## config.mk

```make
export PLATFORM = sky130hd
export DESIGN_NAME = chain_fwd
export DESIGN_NICKNAME = d
export VERILOG_FILES = /design/src/rtl/chain_fwd_pkg.sv /design/src/rtl/chain_mode_ctrl.sv /design/src/rtl/chain_par_shifter.sv /design/src/rtl/chain_ser_stage.sv /design/src/rtl/chain_fwd.sv
export SDC_FILE = /design/constraint.sdc
export NUM_CORES = 1
export LEC_CHECK = 0
export ABC_CLOCK_PERIOD_IN_PS = 1400
export BUFFER_PORTS_ARGS = -buffer_cell sky130_fd_sc_hd__buf_2
export CORE_MARGIN = 2
export CORE_UTILIZATION = 45
export DETAILED_ROUTE_END_ITERATION = 8
export GPL_TIMING_DRIVEN = 1
export PLACE_DENSITY = 0.71
export REMOVE_ABC_BUFFERS = 1
export SLEW_MARGIN = 20
export SYNTH_ARGS = -nofsm -noshare
export SYNTH_HDL_FRONTEND = slang
export SYNTH_HIERARCHICAL = 1
export SYNTH_SLANG_ARGS = --single-unit
```

## constraint.sdc

```tcl
create_clock -name clk -period 1.4 [get_ports clk]
set_clock_uncertainty 0.15 [all_clocks]
set_input_delay 0.14 -clock clk [delete_from_list [all_inputs] [get_ports clk]]
set_output_delay 0.14 -clock clk [all_outputs]
set_load 0.05 [all_outputs]
```

## src/rtl/chain_fwd_pkg.sv

```systemverilog
package chain_fwd_pkg;
    typedef enum logic [1:0] {
        MODE_IDLE    = 2'd0,
        MODE_BYP_SER = 2'd1,
        MODE_BYP_PAR = 2'd2,
        MODE_FLOW    = 2'd3
    } fwd_mode_e;
endpackage

```

## src/rtl/chain_mode_ctrl.sv

```systemverilog
module chain_mode_ctrl
    import chain_fwd_pkg::*;
(
    input  logic      clk,
    input  logic      rst_n,
    input  logic      cfg_done,
    input  logic      instr_vld,
    input  logic      instr_sel,
    input  logic      par_mode,
    output fwd_mode_e mode
);
    typedef struct packed {
        fwd_mode_e mode;
    } ctrl_t;

    ctrl_t st_d, st_q;

    always_comb begin
        st_d = st_q;
        // Only the first qualified strobe after reset selects a mode.
        if (st_q.mode == MODE_IDLE && instr_vld && cfg_done) begin
            if (!instr_sel)
                st_d.mode = par_mode ? MODE_BYP_PAR : MODE_BYP_SER;
            else if (par_mode)
                st_d.mode = MODE_FLOW;
        end
    end

    always_ff @(posedge clk or negedge rst_n) begin
        if (!rst_n) st_q <= '{mode: MODE_IDLE};
        else        st_q <= st_d;
    end

    assign mode = st_q.mode;
endmodule

```

## src/rtl/chain_par_shifter.sv

```systemverilog
module chain_par_shifter #(
    parameter int DATA_W = 8
) (
    input  logic              clk,
    input  logic              rst_n,
    input  logic              en,
    input  logic [DATA_W-1:0] data,
    input  logic              vld,
    output logic              bit_o,
    output logic              overrun
);
    localparam int CW = (DATA_W > 2) ? $clog2(DATA_W) : 1;
    localparam logic [CW-1:0] LAST = CW'(DATA_W - 1);

    typedef struct packed {
        logic [DATA_W-1:0] sh;
        logic [CW-1:0]     left;   // bits still to come after the shown one
        logic              act;    // a bit is currently shown
        logic              bit_v;
        logic              ovr;
    } shf_t;

    shf_t st_d, st_q;
    logic empty;

    assign empty = (st_q.left == '0);

    always_comb begin
        st_d     = st_q;
        st_d.ovr = en && vld && !empty;
        if (en && vld && empty) begin
            st_d.bit_v = data[0];
            st_d.sh    = data >> 1;
            st_d.left  = LAST;
            st_d.act   = 1'b1;
        end else if (!empty) begin
            st_d.bit_v = st_q.sh[0];
            st_d.sh    = st_q.sh >> 1;
            st_d.left  = st_q.left - 1'b1;
            st_d.act   = 1'b1;
        end else begin
            st_d.bit_v = 1'b1;
            st_d.act   = 1'b0;
        end
    end

    always_ff @(posedge clk or negedge rst_n) begin
        if (!rst_n) st_q <= '{sh: '0, left: '0, act: 1'b0, bit_v: 1'b1, ovr: 1'b0};
        else        st_q <= st_d;
    end

    assign bit_o   = st_q.act ? st_q.bit_v : 1'b1;
    assign overrun = st_q.ovr;
endmodule

```

## src/rtl/chain_ser_stage.sv

```systemverilog
module chain_ser_stage (
    input  logic clk,
    input  logic rst_n,
    input  logic din,
    output logic dout
);
    typedef struct packed {
        logic d;
    } ser_t;

    ser_t st_d, st_q;

    always_comb begin
        st_d.d = din;
    end

    always_ff @(posedge clk or negedge rst_n) begin
        if (!rst_n) st_q <= '{d: 1'b1};
        else        st_q <= st_d;
    end

    assign dout = st_q.d;
endmodule

```

## src/rtl/chain_fwd.sv

```systemverilog
module chain_fwd
    import chain_fwd_pkg::*;
#(
    parameter int DATA_W = 8
) (
    input  logic              clk,
    input  logic              rst_n,
    input  logic              cfg_done,
    input  logic              instr_vld,
    input  logic              instr_sel,
    input  logic              par_mode,
    input  logic              ser_in,
    input  logic [DATA_W-1:0] par_data,
    input  logic              par_vld,
    output logic              chain_out,
    output logic              overrun
);
    fwd_mode_e mode_q;
    logic      ser_q;
    logic      par_bit;
    logic      par_ovr;

    chain_mode_ctrl u_mode (
        .clk       (clk),
        .rst_n     (rst_n),
        .cfg_done  (cfg_done),
        .instr_vld (instr_vld),
        .instr_sel (instr_sel),
        .par_mode  (par_mode),
        .mode      (mode_q)
    );

    chain_ser_stage u_ser (
        .clk   (clk),
        .rst_n (rst_n),
        .din   (ser_in),
        .dout  (ser_q)
    );

    chain_par_shifter #(.DATA_W(DATA_W)) u_par (
        .clk     (clk),
        .rst_n   (rst_n),
        .en      (mode_q == MODE_BYP_PAR),
        .data    (par_data),
        .vld     (par_vld),
        .bit_o   (par_bit),
        .overrun (par_ovr)
    );

    always_comb begin
        unique case (mode_q)
            MODE_BYP_SER: chain_out = ser_q;
            MODE_BYP_PAR: chain_out = par_bit;
            MODE_FLOW:    chain_out = 1'b0;
            default:      chain_out = 1'b1;
        endcase
    end

    assign overrun = par_ovr;
endmodule

```

==> results.ini <==
[floorplan]
die_w_um = 45.2
die_h_um = 45.2
io-pin-count = 18
rows = 14
start_util = 0.494
coreArea_mm2 = 0.00154
die_area_mm2 = 0.00204

[grt]
grt_pass1_wl_um = 2230
grt_max_degree = 17
globalRouteTotalUtil = 0.159
antenna_found_initial = 0
grt_remaining_overflow = 0
grt_pass1_vias = 557

[clock_network]
clk-insertion-delay-late_ns = 0.30
clockBufferDepth = 2
path_clk_slew_ns = 0.09
cts-buffers-inserted = 3
htree_levels = 1
clock-sinks = 16
cts_tree = yes
root_buffer = clkbuf_4

[sta]
post-route-min-period_ns = 1.57
grt_setup_unrepaired = yes
fin_ws_ns = -0.172
finalSetupViolations = 1
finalSetupTns_ns = -0.172
post-route-period-util = 1.12
max_freq_ghz = 0.636
hold_slack_ns = -0.0238
hold_viol_final = 3
slew_viol_final = 0
maxSlewHeadroom = 0.766
worstMarginPinSlew_ns = 0.351

[synthesis]
synth-xor-area-share = 0.0115
synth_mux_area_frac = 0.0788
yosys_warnings = 6
yosysSeqAreaShare = 0.529
yosys.area_share.adder = 0.0328
synth_top_family_by_area = simple AND/OR/NAND/NOR gates
synth-compound-area-share = 0.130
syn_inst = 66
synth_seq_cells = 16
synth_area_per_cell_um2 = 11.5
syn-cell-area_um2 = 762
synthSimpleGateAreaFrac = 0.179
synthDistinctLibCells = 26

[worst_setup_path]
worst_path_max_delay_cell = dfstp_2
reg2reg_from = u_mode/mode[1]$_DFFE_PN0P_
critical_path.max_stage_delay_ns = 0.53
path_max_fanout = 1
worstPathCellList = nand2b_1 -> nand2b_1 -> a21oi_2 -> buf_6
r2r-end = u_par/st_q[6]$_DFFE_PN0P_
crit_path_frequent_cell = nand2b_1
worst_setup_path_end_kind = output pin
worstPathRequired_ns = 1.11
rr_worst_depth = 4
critPathKind = flip-flop to output pin
worstSetupStartpointType = flip-flop
cp.arrival_ns = 1.28
rrSetupSlack_ns = 0.03

[worst_hold_path]
hold_class = primary input to flip-flop
whs_path_depth = 3
min_from = par_data[5]
hold_end = u_par/st_q[10]$_DFFE_PN0P_

[cells_and_area]
antennaDiodeCount = 0
regArea_um2 = 403
finalNetCount = 120
nFillCells = 120
layout-drive-gt1-share = 0.396
final_common_cell = buf_2
area_delta_synth_final_pct = 39.2
final_cell_mix = buf_2, dfrtp_1, dlygate4sd3_1, nand2_1, mux2i_1
final_util = 0.688
multi_input_area_um2 = 362

[route]
highest_layer = met4
wl_met1_um = 614
wl_met2_um = 770
routed_wl_um = 1480
drcViolationCount = 0
via_count = 588
wl_per_cell_um = 12.6
drt_iter0_drc = 13
viasPerCell = 5.03
dr_wl_met3_um = 70
dr.pass1.iters = 4
ant_nets = 0

[power]
ir_worst_vdd_mv = 0.909
power_uw = 1680
power_density_mw_per_mm2 = 1580
cellLeakagePower_uw = 0.000521

[run]
maxCapViolCount = 0

[place]
io_buffers = 17
dp_worst_setup_slack_ns = 0.00395
dp_hpwl_um = 912
routabilityCongestion = 0.657

[status]
violations = negative hold slack, negative setup slack
status = complete, but fails checks

[cell families (layout without fill, tap and decap cells)]
kind of cell    Yosys count  in the layout
simple gates             22             23
fa+ha+maj                 2              2
xor+xnor                  1              1
mux                       6              6
compound gates           14             14
buf+inv                   5             39
flops                    16             16
[per-stage QoR]
step,instances,cell area (um^2)
after global placement,99,863
final,117,1060
after floorplan,64,743
after CTS,113,1010
after detailed placement,99,863
after global routing,117,1060
[final cells by class]
| cell class | instances | area share |
|---|---|---|
| sequential | 16 | 0.380 |
| multi-input combinational | 46 | 0.341 |
| timing repair buffer | 32 | 0.216 |
| clock buffer | 4 | 0.0342 |
| tap | 16 | 0.0189 |
| inverter | 3 | 0.0106 |
[critical path: cells and delay by family, from the launching register on]
family                 cells  cell delay, ns
buffers and inverters      1            0.17
AO/OA/AOI/OAI              1            0.13
flip-flops                 1            0.53
AND/OR/NAND/NOR            2            0.15
[metal layers]
metal,global-route usage,up-vias
li1,-,296
met1,0.171,274
met2,0.274,16
met3,0.0480,2
met4,0.0882,0
met5,0,-
[synthesized netlist by cell type, drive strengths merged]
library cell	instances	area, um^2
nand2b	4	40.0
buf	2	18.8
dfrtp	14	350
a311oi	1	8.76
and2b	1	8.76
o21ai	7	38.8
nor2	1	3.75
a41o	1	10.0
dfstp	2	52.6
o21a	1	7.51
xnor2	1	8.76
nor2b	3	21.3
nand2	11	48.8
inv	3	11.3
nand4b	1	8.76
ha	2	25.0
a21oi	3	18.8
nand3	1	5.00
a2bb2oi	1	15.0
mux2i	6	60.1
[how the worst max path moves through the flow]
| stage | start | endpoint | slack (ns) | cells after the start |
|---|---|---|---|---|
| after floorplan | u_par/st_q[1]$_DFF_PN1_ | chain_out | -0.007 | 3 |
| after global placement | u_par/st_q[3]$_DFFE_PN0P_ | u_par/st_q[9]$_DFFE_PN0P_ | 0.04 | 6 |
| after detailed placement | u_par/st_q[3]$_DFFE_PN0P_ | u_par/st_q[11]$_DFFE_PN0P_ | 0.004 | 5 |
| after CTS | u_par/st_q[1]$_DFF_PN1_ | chain_out | -0.18 | 4 |
| after global routing | u_par/st_q[1]$_DFF_PN1_ | chain_out | -0.21 | 4 |
| final | u_par/st_q[1]$_DFF_PN1_ | chain_out | -0.17 | 4 |
[registers in the layout (all words and copies together), names as in the netlist]
| register | flops |
|---|---|
| u_ser/dout | 1 |
| u_par/st_q | 12 |
| u_mode/mode | 2 |
| u_par/overrun | 1 |
[what timing repair did]
action,4_1_cts,5_1_grt
cloned,0,1
setup buffers,0,3
endpoints found under the hold margin,24,0
endpoints found under the setup margin,3,9
hold buffers,10,0
resized for setup,3,6
pin swaps,2,1
[power by group]
part / internal, uW / switching [uW] / leakage (uW)
logic: 351 / 336 / 0.000306
clock network: 159 / 154 / 0.0000210
registers: 604 / 77.5 / 0.000194
total: 1110 / 567 / 0.000521
(Power assumes the default switching activity.)
